File: src/rtl/wdt_pkg.sv
package wdt_pkg;

  typedef enum logic [1:0] {
    WD_HOLD = 2'd0,
    WD_RUN  = 2'd1,
    WD_BITE = 2'd2
  } wd_state_e;

  // counter width able to hold values 0 .. n-1
  function automatic int unsigned width_for(input int unsigned n);
    return (n < 2) ? 1 : $clog2(n);
  endfunction

  // either external reset pin asserted
  function automatic logic ext_asserted(input logic hi_lvl, input logic lo_n_lvl);
    return hi_lvl | ~lo_n_lvl;
  endfunction

endpackage

File: src/rtl/wdt_span_timer.sv
module wdt_span_timer #(
  parameter int unsigned LEN = 200
) (
  input  logic clk,
  input  logic rst_n,
  input  logic clr,
  input  logic en,
  output logic done
);
  import wdt_pkg::*;

  localparam int unsigned W = width_for(LEN);
  localparam logic [W-1:0] LAST = W'(LEN - 1);

  logic [W-1:0] cnt;

  always_ff @(posedge clk or negedge rst_n) begin
    if (!rst_n)                 cnt <= '0;
    else if (clr)               cnt <= '0;
    else if (en && cnt != LAST) cnt <= cnt + 1'b1;
  end

  assign done = (cnt == LAST);

endmodule

File: src/rtl/wdt_run_counter.sv
module wdt_run_counter #(
  parameter int unsigned TIMEOUT_CYC = 1600
) (
  input  logic clk,
  input  logic rst_n,
  input  logic run,
  input  logic kick,
  output logic terminal
);
  import wdt_pkg::*;

  localparam int unsigned W = width_for(TIMEOUT_CYC);
  localparam logic [W-1:0] LAST = W'(TIMEOUT_CYC - 1);

  logic [W-1:0] cnt;

  assign terminal = run && (cnt == LAST);

  always_ff @(posedge clk or negedge rst_n) begin
    if (!rst_n)                        cnt <= '0;
    else if (!run || kick || terminal) cnt <= '0;
    else                               cnt <= cnt + 1'b1;
  end

endmodule

File: src/rtl/wdt_fsm.sv
module wdt_fsm (
  input  logic                clk,
  input  logic                rst_n,
  input  logic                ext,
  input  logic                kick,
  input  logic                terminal,
  input  logic                span_done,
  output wdt_pkg::wd_state_e  state,
  output logic                span_clr,
  output logic                bite_start
);
  import wdt_pkg::*;

  wd_state_e nxt;

  always_comb begin
    nxt = state;
    unique case (state)
      WD_HOLD: if (span_done && !ext) nxt = WD_RUN;
      WD_RUN: begin
        if (ext)                   nxt = WD_HOLD;
        else if (terminal && !kick) nxt = WD_BITE;
      end
      WD_BITE: begin
        if (ext)            nxt = WD_HOLD;
        else if (span_done) nxt = WD_RUN;
      end
      default: nxt = WD_HOLD;
    endcase
  end

  assign span_clr   = (nxt != state) && (nxt != WD_RUN);
  assign bite_start = (state == WD_RUN) && (nxt == WD_BITE);

  always_ff @(posedge clk or negedge rst_n) begin
    if (!rst_n) state <= WD_HOLD;
    else        state <= nxt;
  end

endmodule

File: src/rtl/ack_watchdog.sv
module ack_watchdog #(
  parameter int unsigned TIMEOUT_CYC = 1600,
  parameter int unsigned PULSE_CYC   = 200
) (
  input  logic clk,
  input  logic supply_ok,
  input  logic kick,
  input  logic ext_rst_lvl,
  input  logic ext_rst_n_lvl,
  output logic rst_req,
  output logic timing_out
);
  import wdt_pkg::*;

  // named internal events, visible to the bound checker
  wd_state_e state;
  logic      ext_any;
  logic      run_terminal;
  logic      span_done;
  logic      span_clr;
  logic      bite_start;
  logic      tout_q;

  assign ext_any = ext_asserted(ext_rst_lvl, ext_rst_n_lvl);

  wdt_run_counter #(.TIMEOUT_CYC(TIMEOUT_CYC)) u_run (
    .clk      (clk),
    .rst_n    (supply_ok),
    .run      (state == WD_RUN),
    .kick     (kick),
    .terminal (run_terminal)
  );

  wdt_span_timer #(.LEN(PULSE_CYC)) u_span (
    .clk   (clk),
    .rst_n (supply_ok),
    .clr   (span_clr),
    .en    (state != WD_RUN),
    .done  (span_done)
  );

  wdt_fsm u_fsm (
    .clk        (clk),
    .rst_n      (supply_ok),
    .ext        (ext_any),
    .kick       (kick),
    .terminal   (run_terminal),
    .span_done  (span_done),
    .state      (state),
    .span_clr   (span_clr),
    .bite_start (bite_start)
  );

  always_ff @(posedge clk or negedge supply_ok) begin
    if (!supply_ok) tout_q <= 1'b0;
    else            tout_q <= bite_start;
  end

  assign rst_req    = (state == WD_BITE);
  assign timing_out = tout_q;

endmodule

File: config.mk
export PLATFORM = sky130hd
export DESIGN_NAME = ack_watchdog
export DESIGN_NICKNAME = d
export VERILOG_FILES = /design/src/rtl/wdt_pkg.sv /design/src/rtl/wdt_span_timer.sv /design/src/rtl/wdt_run_counter.sv /design/src/rtl/wdt_fsm.sv /design/src/rtl/ack_watchdog.sv
export SDC_FILE = /design/constraint.sdc
export NUM_CORES = 1
export LEC_CHECK = 0
export ABC_AREA = 1
export BUFFER_PORTS_ARGS = -buffer_cell sky130_fd_sc_hd__buf_2
export CORE_AREA = 2 2 55 57
export CTS_CLUSTER_DIAMETER = 50
export DETAILED_ROUTE_END_ITERATION = 12
export DIE_AREA = 0 0 57 59
export PLACE_DENSITY_LB_ADDON = 0.15
export SLEW_MARGIN = 10
export SYNTH_ARGS = -nofsm -noshare
export SYNTH_HDL_FRONTEND = slang
export SYNTH_HIERARCHICAL = 1
export SYNTH_SLANG_ARGS = --single-unit
File: constraint.sdc
create_clock -name clk -period 2.6 [get_ports clk]
set_input_delay 0.13 -clock clk [delete_from_list [all_inputs] [get_ports clk]]
set_output_delay 0.13 -clock clk [all_outputs]
set_load 0.05 [all_outputs]
=== Word level (Yosys, flattened, before mapping) ===
Index checks and enable logic that the tools add are counted.

* Flip-flop bits (word level): 22
* Bits in latches: 0
* Memory bits (writable): 0
* Bits in read-only memories: 0
* Input port bits: 5
* Output and inout bits: 2
* Logic and storage cells: 39
* Memories: 0

* Add/sub/neg operators: 2
* $mul: 0
* Div/mod/pow operators: 0
* Order comparisons: 0
* Equality and inequality tests: 9
* Shift operators: 0
* Muxes and demuxes: 9
* Bitwise logic cells: 2
* Reduce and logical (&&, ||, !) cells: 13

{| class="wikitable"
|+ Operator list
! cell !! number
|-
| 8-bit 2-to-1 mux || 2
|-
| 11-bit by 1-bit adder with 11-bit output, second input constant || 1
|-
| 11-bit == test, second input constant || 1
|-
| 11-bit 2-to-1 mux || 1
|-
| 2-bit 2-to-1 mux || 5
|-
| 8-bit by 1-bit adder with 8-bit output, second input constant || 1
|-
| 8-bit == test, second input constant || 1
|-
| 8-bit != test, second input constant || 1
|-
| 1-bit logical AND || 6
|-
| 2-bit one-hot mux with 3 select lines || 1
|-
| 2-bit == test, second input constant || 2
|-
| 2-bit by 1-bit != test with 1-bit output, second input constant || 2
|-
| 1-bit zero test || 3
|-
| 2-bit by 1-bit == test with 1-bit output, second input constant || 1
|-
| 2-bit zero test || 1
|-
| 1-bit logical OR || 2
|-
| 2-bit != test || 1
|-
| 2-bit nonzero test || 1
|-
| 1-bit NOT || 1
|-
| 1-bit OR || 1
|}

=== Logic depth before layout (Yosys ltp) ===
* Depth after elaboration: 9
* Mapped depth: 15
* Depth with buffers taken out: 15

=== Hierarchy ===
The synthesis kept the hierarchy.

{| class="wikitable"
|+ By module, submodules not included
! module !! times used !! cells an instance !! area each (µm²) !! sequential area each (µm²)
|-
| wdt_run_counter || 1 || 75 || 608.1 || 275.3
|-
| wdt_span_timer || 1 || 71 || 506.7 || 200.2
|-
| wdt_fsm || 1 || 26 || 163.9 || 50.0
|-
| ack_watchdog || 1 || 8 || 51.3 || 25.0
|}

=== Worst setup path after synthesis ===
Ideal clock, no wire load.

* Path kind: register to register
* Start point: reg u_run.cnt[0]
* End point: reg u_span.cnt[4]
* Library setup time: 125 ps
* Arrival time: 1786 ps
* Data required time: 2475 ps
* Slack: 689 ps
* Stages on the path, launching flop included: 15
* Buffers on the path: 0
* Period minus slack after synthesis: 1911 ps
* Path through: dfrtp_1 ha_1 nand2_2 nor2_4 nand3_4 inv_1 inv_1 nor2_1 nand4_1 nand3_1 nand2_1 inv_1 inv_1 o21ai_0 a21oi_1

* Cells in the longest elaborated chain, start to end: 9
* Elaborated cells on any way between the ends: 11
* Classes of those cells: eq/ne (3); mux (4); reduce/logical (4)

{| class="wikitable"
|+ RTL lines
! what !! line !! text
|-
| start: declaration || wdt_run_counter.sv:15 || <nowiki>logic [W-1:0] cnt;</nowiki>
|-
| start signal: assignment || wdt_run_counter.sv:22 || <nowiki>else cnt <= cnt + 1'b1;</nowiki>
|-
| 11-bit == test * || wdt_run_counter.sv:17 || <nowiki>assign terminal = run && (cnt == LAST);</nowiki>
|-
| 1-bit logical AND * || wdt_run_counter.sv:17 ||
|-
| via run_terminal || ack_watchdog.sv:18 || <nowiki>logic run_terminal;</nowiki>
|-
| 1-bit logical AND * || wdt_fsm.sv:22 || <nowiki>else if (terminal && !kick) nxt = WD_BITE;</nowiki>
|-
| 2-bit 2-to-1 mux * || wdt_fsm.sv:22 ||
|-
| 2-bit 2-to-1 mux * || wdt_fsm.sv:21 || <nowiki>if (ext) nxt = WD_HOLD;</nowiki>
|-
| 2-bit one-hot mux with 3 select lines * || wdt_fsm.sv:18 || <nowiki>unique case (state)</nowiki>
|-
| 2-bit != test / 2-bit by 1-bit != test with 1-bit output (equally long branches) || wdt_fsm.sv:32 || <nowiki>assign span_clr = (nxt != state) && (nxt != WD_RUN);</nowiki>
|-
| 1-bit logical AND * || wdt_fsm.sv:32 ||
|-
| via span_clr || ack_watchdog.sv:20 || <nowiki>logic span_clr;</nowiki>
|-
| 8-bit 2-to-1 mux / 2-bit nonzero test (equally long branches) || -- ||
|-
| end signal: assignment || wdt_span_timer.sv:20 || <nowiki>else if (en && cnt != LAST) cnt <= cnt + 1'b1;</nowiki>
|-
| end: declaration || wdt_span_timer.sv:15 || <nowiki>logic [W-1:0] cnt;</nowiki>
|}

The timed path passes the listed nets; every way through them passes the cells marked *.
A chain may end at the register's enable or synchronous reset.

=== Worst setup path in the final report ===
* Start point: reg u_fsm.state[0]
* End point: reg u_span.cnt[5]

* Cells in the longest elaborated chain, start to end: 9
* Elaborated cells on any way between the ends: 18
* Classes of those cells: eq/ne (5); mux (7); reduce/logical (6)

{| class="wikitable"
|+ RTL lines
! what !! line !! text
|-
| start: declaration || wdt_fsm.sv:8 || <nowiki>output wdt_pkg::wd_state_e state,</nowiki>
|-
| start signal: assignment || wdt_fsm.sv:37 || <nowiki>else state <= nxt;</nowiki>
|-
| 2-bit by 1-bit == test with 1-bit output * || ack_watchdog.sv:29 || <nowiki>.run (state == WD_RUN),</nowiki>
|-
| 1-bit logical AND * || wdt_run_counter.sv:17 ||
|-
| via run_terminal || ack_watchdog.sv:18 ||
|-
| 1-bit logical AND * || wdt_fsm.sv:22 ||
|-
| 2-bit 2-to-1 mux * || wdt_fsm.sv:22 ||
|-
| 2-bit 2-to-1 mux * || wdt_fsm.sv:21 ||
|-
| 2-bit one-hot mux with 3 select lines * || wdt_fsm.sv:18 ||
|-
| 2-bit != test / 2-bit by 1-bit != test with 1-bit output (equally long branches) || wdt_fsm.sv:32 ||
|-
| 1-bit logical AND * || wdt_fsm.sv:32 ||
|-
| via span_clr || ack_watchdog.sv:20 ||
|-
| 8-bit 2-to-1 mux / 2-bit nonzero test (equally long branches) || -- ||
|}

Marked as above.

==> results.json <==
{
  "outcome": "completed",
  "yosys_warnings": 6,
  "diodes": 0,
  "synth.distinct_cells": 22,
  "hold_class": "primary input to flop",
  "cts_resized": 0,
  "setup_violations": 0,
  "synth.top_cell.area_share_pct": 41.39,
  "vdd_drop_max_v": 0.0004621,
  "path_class": "flop to flop",
  "r2r_slack_ps": 410,
  "final_layout_size_suffix_gt1_share_pct": 13.09,
  "ys_ff_latch": 22,
  "hpwl_um": 1733,
  "period_share_pct": 84.26,
  "synth_area_um2": 1330,
  "cts.sinks": 22,
  "finalHoldViolCount": 0,
  "post_cts_buffers": 0,
  "fp.coreArea_um2": 2710,
  "instances_no_fill": 222,
  "required_ps": 2810,
  "grt_overflow": 0,
  "nets": 199,
  "syn_nets": 187,
  "holdPathEnd": "timing_out$_DFF_PN0_",
  "synthTopCellsByArea": "dfrtp_1 41%, nand2_1 11%, nor2_1 9.3%",
  "skew_ps": 8.747,
  "io_buffers": 6,
  "root_buffer": "clkbuf_4",
  "cts_buffers": 3,
  "multi_input_area_um2": 659.4,
  "drv_cap": 0,
  "num_vias": 1047,
  "n_fill_cell": 295,
  "insertion_delay_ps": 300,
  "powerDensity_nw_per_um2": 608.7,
  "timing.final.crit_period_ps": 2191,
  "r2r_end": "u_span/cnt[5]$_DFFE_PN0P_",
  "fmax_ghz": 0.4564,
  "grt_max_degree": 23,
  "rows": 19,
  "floorplan.initialDensity_pct": 49.08,
  "clockBufferDepth": 2,
  "synth_area_leader_cell": "dfrtp_1",
  "rsz0062_at_grt": "no",
  "areaGrowthSynthToFinish_pct": 8.655,
  "hold_depth": 4,
  "drc": 0,
  "max_slew_margin_pct": 67.08,
  "fin_tns_setup_ps": 0,
  "first_pass_iters": 4,
  "cp_max_fo": 8,
  "reg2reg_depth": 15,
  "cp-end-kind": "flop",
  "avgSynthCellArea_um2": 7.389,
  "post_drt_wl_per_cell_um": 10.41,
  "cts.clk_slew.worst_paths_ps": 130,
  "layout.area.seq_um2": 550.5,
  "die-area_um2": 3363,
  "drtIter0Drc": 33,
  "timing.rr.start": "u_fsm/state[0]$_DFF_PN0_",
  "die_w_um": 57,
  "ant_nets": 0,
  "cp_data_arrival_time_ps": 2400,
  "ys_seq_area_share_pct": 41.39,
  "viasPerCell": 4.716,
  "first_global_vias": 997,
  "power.leakage_nw": 0.7124,
  "gp_congestion": 0.8187,
  "drv_slew": 0,
  "worstMarginPinSlew_ps": 493.9,
  "layout_common_cells": "40 x nand2_1, 33 x nor2_1, 30 x inv_1",
  "ios": 7,
  "grt_pass1_wl_um": 4098,
  "place_inst": 217,
  "synthCells": 180,
  "die_h_um": 59,
  "htree_levels": 1,
  "antenna_found_initial": 0,
  "min_from": "kick",
  "track_usage_pct": 15.22,
  "start_kind": "flop",
  "cts_tree": "done",
  "mostFrequentLayoutCell": "nand2_1",
  "drt-total-wl_um": 2310
}
-- synth_stat cells --
library cell	n
a21oi_1	3
dfrtp_1	22
ha_1	2
inv_1	30
inv_2	2
nand2_1	40
nand2_2	2
nand2_4	1
nand3_1	16
nand3_2	3
nand3_4	1
nand4_1	4
nor2_1	33
nor2_2	2
nor2_4	3
nor2_8	1
nor3_1	5
o21ai_0	2
o21bai_1	1
o31ai_1	1
xnor2_1	2
xor2_1	4
-- worst max-delay path, cell delays in order (launching register included) --
cell and delay (ps):
dfrtp_1 500, inv_1 60, nor2_1 130, nand2_1 70
nor2_1 180, nand3_4 120, inv_1 80, inv_1 40
nor2_1 80, nand4_1 130, nand3_1 120, nand2_1 60
inv_1 160, inv_1 180, nand3_1 130, nand2_1 60
-- power breakdown --
group          switching, mW  internal (mW)  leakage [nW]
sequential            0.0758          0.399         0.290
combinational          0.124         0.0921         0.402
clock                  0.104         0.0853        0.0210
total                  0.303          0.576         0.712
-- final cells by class --
class                   count  area share [%]
inverters                  32           8.312
clock buffers               4           2.511
multi-input cells         126           45.63
repair buffers              7           2.771
flip-flops and latches     22           38.10
well taps                  31           2.684
-- how the worst max path moves through the flow --
stage | start | slack [ps] | end | cells past startpoint
global route | u_fsm/state[0]$_DFF_PN0_ | 70 | u_span/cnt[4]$_DFFE_PN0P_ | 15
CTS | u_fsm/state[0]$_DFF_PN0_ | 400 | u_span/cnt[4]$_DFFE_PN0P_ | 15
finish | u_fsm/state[0]$_DFF_PN0_ | 410 | u_span/cnt[5]$_DFFE_PN0P_ | 15
global placement | u_fsm/state[0]$_DFF_PN0_ | 470 | u_span/cnt[7]$_DFFE_PN0P_ | 15
detailed placement | u_fsm/state[0]$_DFF_PN0_ | 420 | u_span/cnt[4]$_DFFE_PN0P_ | 15
floorplan | u_run/cnt[0]$_DFF_PN0_ | 690 | u_span/cnt[4]$_DFFE_PN0P_ | 14
-- kinds of logic (layout without fill, tap and decap cells) --
family          count (synthesis)  after routing  share of synthesized area (%)
fa+ha+maj                       2              2                          1.881
compound gates                  7              7                          3.010
simple gates                  111            111                          40.73
buf+inv                        32             43                          9.031
xor+xnor                        6              6                          3.951
flops                          22             22                          41.39
-- state kept, by name (all words and copies together) (netlist names) --
signal	flops
timing_out	1
u_span/cnt	8
u_fsm/state	2
u_run/cnt	11
-- metal layers --
layer	GRT usage [%]	up-vias	wire [um]
met5	0	-	0
met4	4.983	0	19
met3	1.965	2	36
met2	24.96	6	1067
met1	21.03	466	1187
li1	-	573	-
-- per-stage QoR --
stage	worst slack (ps)	power, mW	util, %	cell area, um2	hold WS, ps
finish	409.2	0.8797	53.32	1445	139.6
floorplan	689.2	0.6415	-	1330	-165.6
detailed placement	423.1	0.6967	51.62	1399	131.9
global route	65.96	0.9555	53.32	1445	158.4
global placement	473.4	0.6891	51.62	1399	124.2
CTS	395.8	0.8918	53.32	1445	128.9
-- repair_timing --
action	4_1_cts	5_1_grt
hold endpoints to repair	22	0
setup endpoints to repair	0	0
hold buffers	1	0
Note: power is estimated with default switching activity, not from simulation.
